## config.mk

```make
export PLATFORM = sky130hd
export DESIGN_NAME = split_reload_timer
export DESIGN_NICKNAME = d
export VERILOG_FILES = /design/src/rtl/srt_pkg.sv /design/src/rtl/srt_edge_sync.sv /design/src/rtl/srt_pulse_div.sv /design/src/rtl/split_reload_timer.sv
export SDC_FILE = /design/constraint.sdc
export NUM_CORES = 1
export LEC_CHECK = 0
export ABC_AREA = 1
export BUFFER_PORTS_ARGS = -buffer_cell sky130_fd_sc_hd__buf_2
export CAP_MARGIN = 20
export CORE_MARGIN = 10
export CORE_UTILIZATION = 53
export CTS_BUF_LIST = sky130_fd_sc_hd__clkbuf_4 sky130_fd_sc_hd__clkbuf_8
export CTS_CLUSTER_DIAMETER = 50
export CTS_CLUSTER_SIZE = 25
export DETAILED_ROUTE_END_ITERATION = 16
export PLACE_DENSITY_LB_ADDON = 0.12
export SYNTH_ARGS = -nofsm -noshare
export SYNTH_HDL_FRONTEND = slang
export SYNTH_HIERARCHICAL = 1
export SYNTH_SLANG_ARGS = --single-unit
```

## constraint.sdc

```tcl
create_clock -name clk -period 2.6 [get_ports clk]
set_input_delay 0 -clock clk [delete_from_list [all_inputs] [get_ports clk]]
set_output_delay 0 -clock clk [all_outputs]
set_load 0.05 [all_outputs]
```

## src/rtl/srt_pkg.sv

```systemverilog
package srt_pkg;
  localparam int unsigned BYTE_W = 8;
  localparam int unsigned ADDR_W = 3;

  typedef enum logic [ADDR_W-1:0] {
    A_CTRL   = 3'd0,
    A_CNT_LO = 3'd1,
    A_CNT_HI = 3'd2,
    A_RLD_LO = 3'd3,
    A_RLD_HI = 3'd4
  } reg_addr_e;

  // control byte bit positions
  localparam int B_HI_OVF  = 7;
  localparam int B_LO_OVF  = 6;
  localparam int B_LO_IEN  = 5;
  localparam int B_CAP_EN  = 4;
  localparam int B_SPLIT   = 3;
  localparam int B_RUN     = 2;
  localparam int B_EXT_SEL = 0;
endpackage

```

## src/rtl/srt_edge_sync.sv

```systemverilog
module srt_edge_sync #(
  parameter int STAGES  = 2,
  parameter bit FALLING = 1'b0
) (
  input  logic clk,
  input  logic rst_n,
  input  logic async_in,
  output logic edge_pulse
);
  logic [STAGES:0] sh_q, sh_d;
  logic            sync_lvl, prev_lvl;

  always_comb sh_d = {sh_q[STAGES-1:0], async_in};

  always_ff @(posedge clk or negedge rst_n) begin
    if (!rst_n) sh_q <= '0;
    else        sh_q <= sh_d;
  end

  assign sync_lvl = sh_q[STAGES-1];
  assign prev_lvl = sh_q[STAGES];

  generate
    if (FALLING) begin : g_fall
      assign edge_pulse = prev_lvl & ~sync_lvl;
    end else begin : g_rise
      assign edge_pulse = sync_lvl & ~prev_lvl;
    end
  endgenerate

  // an edge pulse never lasts two cycles
  a_r9_single_pulse: assert property (@(posedge clk) disable iff (!rst_n)
    edge_pulse |=> !edge_pulse);
endmodule

```

## src/rtl/srt_pulse_div.sv

```systemverilog
module srt_pulse_div #(
  parameter int DIV = 12
) (
  input  logic clk,
  input  logic rst_n,
  input  logic in_pulse,
  output logic out_pulse
);
  localparam int CW = (DIV > 1) ? $clog2(DIV) : 1;
  localparam logic [CW-1:0] LAST = CW'(DIV - 1);

  logic [CW-1:0] cnt_q, cnt_d;
  logic          at_last;

  assign at_last   = (cnt_q == LAST);
  assign out_pulse = in_pulse & at_last;

  always_comb begin
    cnt_d = cnt_q;
    if (in_pulse) cnt_d = at_last ? '0 : cnt_q + 1'b1;
  end

  always_ff @(posedge clk or negedge rst_n) begin
    if (!rst_n) cnt_q <= '0;
    else        cnt_q <= cnt_d;
  end

  // the prescale phase stays inside its modulus
  a_r11_phase_range: assert property (@(posedge clk) disable iff (!rst_n)
    cnt_q <= LAST);
endmodule

```

## src/rtl/split_reload_timer.sv

```systemverilog
module split_reload_timer
  import srt_pkg::*;
#(
  parameter int SYS_DIV     = 12,
  parameter int EXT_DIV     = 8,
  parameter int SYNC_STAGES = 2
) (
  input  logic              clk,
  input  logic              rst_n,
  input  logic              wr_en,
  input  logic [ADDR_W-1:0] wr_addr,
  input  logic [BYTE_W-1:0] wr_data,
  input  logic [ADDR_W-1:0] rd_addr,
  output logic [BYTE_W-1:0] rd_data,
  input  logic              sys_ce,
  input  logic              ext_clk,
  input  logic              lo_use_sysclk,
  input  logic              hi_use_sysclk,
  input  logic              slow_ref,
  input  logic              glb_irq_en,
  output logic              irq
);
  // ---------------- tick sources ----------------
  logic sys_tick, ext_rise, ext_tick, ref_fall;

  srt_pulse_div #(.DIV(SYS_DIV)) u_sys_div (
    .clk(clk), .rst_n(rst_n), .in_pulse(sys_ce), .out_pulse(sys_tick));

  srt_edge_sync #(.STAGES(SYNC_STAGES), .FALLING(1'b0)) u_ext_sync (
    .clk(clk), .rst_n(rst_n), .async_in(ext_clk), .edge_pulse(ext_rise));

  srt_pulse_div #(.DIV(EXT_DIV)) u_ext_div (
    .clk(clk), .rst_n(rst_n), .in_pulse(ext_rise), .out_pulse(ext_tick));

  srt_edge_sync #(.STAGES(SYNC_STAGES), .FALLING(1'b1)) u_ref_sync (
    .clk(clk), .rst_n(rst_n), .async_in(slow_ref), .edge_pulse(ref_fall));

  // ---------------- state ----------------
  logic hi_ovf_q, lo_ovf_q, lo_ien_q, cap_en_q, split_q, run_q, ext_sel_q;
  logic hi_ovf_d, lo_ovf_d, lo_ien_d, cap_en_d, split_d, run_d, ext_sel_d;
  logic [BYTE_W-1:0] cnt_lo_q, cnt_hi_q, rld_lo_q, rld_hi_q;
  logic [BYTE_W-1:0] cnt_lo_d, cnt_hi_d, rld_lo_d, rld_hi_d;

  // ---------------- next state ----------------
  logic pre_tick, lo_tick, hi_tick;
  logic ctrl_wr, cnt_lo_wr, cnt_hi_wr, rld_lo_wr, rld_hi_wr, cnt_wr;
  logic lo_max, hi_max, lo_step, hi_step, lo_wrap, hi_wrap, lo_reload_now;
  logic cap_fire;

  assign pre_tick = ext_sel_q ? ext_tick : sys_tick;
  assign lo_tick  = lo_use_sysclk ? sys_ce : pre_tick;
  assign hi_tick  = hi_use_sysclk ? sys_ce : pre_tick;

  assign ctrl_wr   = wr_en && (wr_addr == A_CTRL);
  assign cnt_lo_wr = wr_en && (wr_addr == A_CNT_LO);
  assign cnt_hi_wr = wr_en && (wr_addr == A_CNT_HI);
  assign rld_lo_wr = wr_en && (wr_addr == A_RLD_LO);
  assign rld_hi_wr = wr_en && (wr_addr == A_RLD_HI);
  assign cnt_wr    = cnt_lo_wr | cnt_hi_wr;

  assign lo_max = (cnt_lo_q == '1);
  assign hi_max = (cnt_hi_q == '1);

  always_comb begin
    if (split_q) begin
      lo_step = lo_tick && !cnt_wr;
      hi_step = run_q && hi_tick && !cnt_wr;
    end else begin
      lo_step = run_q && lo_tick && !cnt_wr;
      hi_step = lo_step && lo_max;
    end
  end

  assign lo_wrap       = lo_step && lo_max;
  assign hi_wrap       = hi_step && hi_max;
  assign lo_reload_now = split_q ? lo_wrap : hi_wrap;
  assign cap_fire      = cap_en_q && ref_fall;

  always_comb begin
    cnt_lo_d = cnt_lo_q;
    if (cnt_lo_wr)    cnt_lo_d = wr_data;
    else if (lo_step) cnt_lo_d = !lo_max ? cnt_lo_q + 1'b1
                               : (lo_reload_now && !cap_en_q) ? rld_lo_q : '0;

    cnt_hi_d = cnt_hi_q;
    if (cnt_hi_wr)    cnt_hi_d = wr_data;
    else if (hi_step) cnt_hi_d = !hi_max ? cnt_hi_q + 1'b1
                               : !cap_en_q ? rld_hi_q : '0;

    rld_lo_d = rld_lo_q;
    rld_hi_d = rld_hi_q;
    if (cap_fire) begin
      rld_lo_d = cnt_lo_q;
      rld_hi_d = cnt_hi_q;
    end else begin
      if (rld_lo_wr) rld_lo_d = wr_data;
      if (rld_hi_wr) rld_hi_d = wr_data;
    end

    hi_ovf_d  = hi_wrap ? 1'b1 : ctrl_wr ? wr_data[B_HI_OVF] : hi_ovf_q;
    lo_ovf_d  = lo_wrap ? 1'b1 : ctrl_wr ? wr_data[B_LO_OVF] : lo_ovf_q;
    lo_ien_d  = ctrl_wr ? wr_data[B_LO_IEN]  : lo_ien_q;
    cap_en_d  = ctrl_wr ? wr_data[B_CAP_EN]  : cap_en_q;
    split_d   = ctrl_wr ? wr_data[B_SPLIT]   : split_q;
    run_d     = ctrl_wr ? wr_data[B_RUN]     : run_q;
    ext_sel_d = ctrl_wr ? wr_data[B_EXT_SEL] : ext_sel_q;
  end

  // ---------------- registers ----------------
  always_ff @(posedge clk or negedge rst_n) begin
    if (!rst_n) begin
      hi_ovf_q <= 1'b0; lo_ovf_q <= 1'b0; lo_ien_q <= 1'b0; cap_en_q <= 1'b0;
      split_q  <= 1'b0; run_q    <= 1'b0; ext_sel_q <= 1'b0;
      cnt_lo_q <= '0; cnt_hi_q <= '0; rld_lo_q <= '0; rld_hi_q <= '0;
    end else begin
      hi_ovf_q <= hi_ovf_d; lo_ovf_q <= lo_ovf_d; lo_ien_q <= lo_ien_d;
      cap_en_q <= cap_en_d; split_q  <= split_d;  run_q    <= run_d;
      ext_sel_q <= ext_sel_d;
      cnt_lo_q <= cnt_lo_d; cnt_hi_q <= cnt_hi_d;
      rld_lo_q <= rld_lo_d; rld_hi_q <= rld_hi_d;
    end
  end

  // ---------------- outputs ----------------
  assign irq = glb_irq_en && (hi_ovf_q || (lo_ovf_q && lo_ien_q) || cap_fire);

  always_comb begin
    case (rd_addr)
      A_CTRL:   rd_data = {hi_ovf_q, lo_ovf_q, lo_ien_q, cap_en_q,
                           split_q, run_q, 1'b0, ext_sel_q};
      A_CNT_LO: rd_data = cnt_lo_q;
      A_CNT_HI: rd_data = cnt_hi_q;
      A_RLD_LO: rd_data = rld_lo_q;
      A_RLD_HI: rd_data = rld_hi_q;
      default:  rd_data = '0;
    endcase
  end

  // ---------------- assertions ----------------
  a_r3_full_reload: assert property (@(posedge clk) disable iff (!rst_n)
    (!split_q && run_q && lo_tick && !cnt_wr && lo_max && hi_max && !cap_en_q)
    |=> ({cnt_hi_q, cnt_lo_q} == $past({rld_hi_q, rld_lo_q})));

  a_r5_lo_free_run: assert property (@(posedge clk) disable iff (!rst_n)
    (split_q && lo_tick && !cnt_wr && !lo_max)
    |=> (cnt_lo_q == $past(cnt_lo_q) + 8'd1));

  a_r6_hi_hold: assert property (@(posedge clk) disable iff (!rst_n)
    (split_q && !run_q && !cnt_wr) |=> $stable(cnt_hi_q));

  a_r7_hi_sticky: assert property (@(posedge clk) disable iff (!rst_n)
    (hi_ovf_q && !ctrl_wr) |=> hi_ovf_q);

  a_r7_lo_sticky: assert property (@(posedge clk) disable iff (!rst_n)
    (lo_ovf_q && !ctrl_wr) |=> lo_ovf_q);

  a_r8_irq_gated: assert property (@(posedge clk) disable iff (!rst_n)
    !glb_irq_en |-> !irq);

  a_r9_capture_copy: assert property (@(posedge clk) disable iff (!rst_n)
    cap_fire |=> ({rld_hi_q, rld_lo_q} == $past({cnt_hi_q, cnt_lo_q})));

  a_r10_zero_on_cap: assert property (@(posedge clk) disable iff (!rst_n)
    (cap_en_q && hi_wrap) |=> (cnt_hi_q == '0));
endmodule

```

==> summary.md <==
| Metric | Value |
|---|---|
| Vias in the first global route | `about 3k` |
| PwrDens | `roughly 880 mW/mm^2` |
| Worst Setup Start Kind | `flip-flop` |
| TritonCTS clock tree | `done` |
| Cells after synthesis | `approximately 450` |
| P_leak | `between 1.5 and 2 nW` |
| Die width | `approximately 99 um` |
| Clk sinks | `between 50 and 60` |
| Largest net degree at the start of global routing | `47` |
| Max Cap Viol | `0` |
| Via count | `around 3.2k` |
| Final WS setup | `around 0.59 ns` |
| Hold WS | `0.0426 ns` |
| I/O Buffers | `31` |
| Core area | `roughly 0.006 mm^2` |
| Fin cells | `between 500 and 600` |
| Starting Density | `0.554` |
| CTS clk-pin slew, worst paths | `about 0.10 ns` |
| Run status | `finished, final reports clean` |
| Most common cell after layout, fill and taps aside | `nand2_1` |
| Post-Layout Inst Area | `0.00379 mm^2` |
| Fin Setup TNS | `0 ns` |
| Library cells used by synthesis | `43` |
| EDFF count, synth | `0` |
| H-tree depth | `2` |
| GP Congestion | `0.983` |
| Root buf cell | `clkbuf_8` |
| Initial antenna violation count | `0` |
| RSZ-0062 raised after global routing | `false` |
| N_diodes | `0` |
| CTS Buffer Depth | `2` |
| Clk_lat worst skew | `between 0.3 and 0.4 ns` |
| FFs w/ async S/R, synth | `1.00` |
| First-pass GRT wire length | `about 14,000 um` |
| CP required | `2.80 ns` |
| Slew @ Worst Pin | `around 0.85 ns` |
| Crit. End Element | `flip-flop` |
| Synth Flop Type | `dfrtp_1` |
| Crit share post-route | `0.774` |
| Row cnt | `28` |
| Min-delay worst type | `in2async` |
| Commonest non-fill, non-tap cells in the layout | `140 x nand2_1, 52 x dfrtp_1, 46 x inv_1` |
| GRT Overall Usage | `0.178` |
| # IOs | `32` |
| Slew Limit Headroom | `0.429` |
| Die area | `0.00983 mm^2` |
| GR Overflow Total | `0` |
| Fin. Hold Viols | `0` |
| Layout area overhead | `14.2%` |
| Count of nets after finishing | `around 520` |
| Min Clock Period, post-route | `2.01 ns` |
| Utilization after layout | `0.633` |
| Tot Pwr | `roughly 3.3 mW` |
| Die span in y | `around 100 um` |
| DRT iter0 DRCs | `326` |
| Fmax | `slightly below 0.5 GHz` |
| Antenna viol nets, final | `0` |
| Kind of critical path | `reg2reg` |
| Vias/cell | `about 5.6` |
| First-pass iteration count of the detailed router | `5` |
| Critical path fanouts, max | `14` |
| Synthesized flop and latch total | `52` |
| Clock skew | `about 0.008 ns` |
| Synth Cell Area | `about 0.0033 mm^2` |
| Post-Place Cells | `between 500 and 600` |
| DP Area | `approximately 0.0036 mm^2` |
| VDD IR max | `0.000643 V` |
| YS warnings | `6` |
| Arrival time worst endpoint | `~2.2 ns` |
| Setup violators final | `0` |
| Drt total wl | `9000 um` |
| DRC | `0` |
| Worst slack, placed | `0.612 ns` |
| Share of cells above drive strength 1 | `0.175` |
| WL/cell | `15.9 um` |
| Post-CTS setup buffers | `0` |
| Mapped Nets | `between 400 and 500` |
| Synth Area per Inst | `7.41 um^2` |
| DP HPWL | `6820 um` |
| Max-slew violation total from the final report | `0` |
| Seq/Total Area, Yosys | `0.392` |
| CTS buffer count | `5` |
layout make-up:
cell class                      instances  area, um^2
Clock inverter                          3        90.1
Inverter                               55         208
Clock buffer                            5        68.8
Timing Repair Buffer                   43         273
Multi-Input combinational cell        333        1760
Sequential cell                        52        1300
Fill cell                             543        2200
Tap cell                               75        93.8
registers in the layout, indices dropped and copies added (netlist names), 3 cells and up:
register / count
cnt_hi_q: 8
u_ext_sync/sh_q: 3
u_ext_div/cnt_q: 3
cnt_lo_q: 8
rld_lo_q: 8
rld_hi_q: 8
u_sys_div/cnt_q: 4
u_ref_sync/sh_q: 3
routing by layer:
metal | track usage | vias up | routed length, um
met3 | 0.0478 | 19 | 873
met1 | 0.239 | 1466 | 3950
met2 | 0.271 | 147 | 4000
met5 | 0 | - | 0
met4 | 0.0573 | 0 | 177
li1 | - | 1550 | -
kinds of logic (layout without fill, tap and decap cells):
group | after synthesis | count (layout) | synth area share
compound gates | 83 | 83 | 0.168
xor+xnor | 6 | 6 | 0.0158
fa+ha+maj | 5 | 5 | 0.0188
buf+inv | 63 | 106 | 0.0792
flops | 52 | 52 | 0.392
mux | 1 | 1 | 0.00302
simple gates | 238 | 238 | 0.323
final timing paths:
check	cells after the start	endpoint	start	slack [ns]
worst min register to register	0	u_ext_sync/sh_q[1]	u_ext_sync/sh_q[0]	0.37
min in group clk	3	lo_ien_q	wr_data[5]	0.06
worst min-delay path	2	u_sys_div/cnt_q[3]	rst_n	0.04
max in group asynchronous	4	rld_hi_q[4]	rst_n	1.93
worst max-delay path	13	cnt_hi_q[0]	u_ext_div/cnt_q[0]	0.59
worst max register to register	13	cnt_hi_q[0]	u_ext_div/cnt_q[0]	0.59
what timing repair did:
action,CTS,global route
endpoints found under the hold margin,50,0
hold buffers,6,0
resized for setup,0,0
critical path, stage by stage, from the launching register on:
cell and delay [ns]:
dfrtp_1 0.41, ha_1 0.21, ha_1 0.19, nand2_1 0.06, inv_1 0.03, nand2_1 0.07, nand2_1 0.06, or2_1 0.20
nand3_1 0.06, nor2_1 0.07, o21ai_4 0.18, nand2_4 0.17, nand2_1 0.12, o21ai_2 0.05
cells in the mapped netlist, types with 4 or more instances:
master      n  area [um^2]
a21oi_1    16         80.1
a221oi_1    7         61.3
a22oi_1    17          128
dfrtp_1    52         1300
ha_1        5         62.6
inv_1      46          173
inv_2       6         22.5
nand2_1   140          526
nand2_2     8         50.1
nand3_1    35          175
nor2_1     34          128
nor2_2      5         31.3
nor2_4      4         45.0
o21ai_0    27          135
o21ai_2     6         52.6
xor2_1      4         35.0
report_power, final:
group | internal, mW | leakage (nW) | total (mW) | switching (mW)
combinational | 0.438 | 1.22 | 1.16 | 0.720
sequential | 1.08 | 0.647 | 1.42 | 0.342
clock | 0.481 | 0.0784 | 0.754 | 0.273
total | 2.00 | 1.95 | 3.34 | 1.34
(Power assumes the default switching activity.)
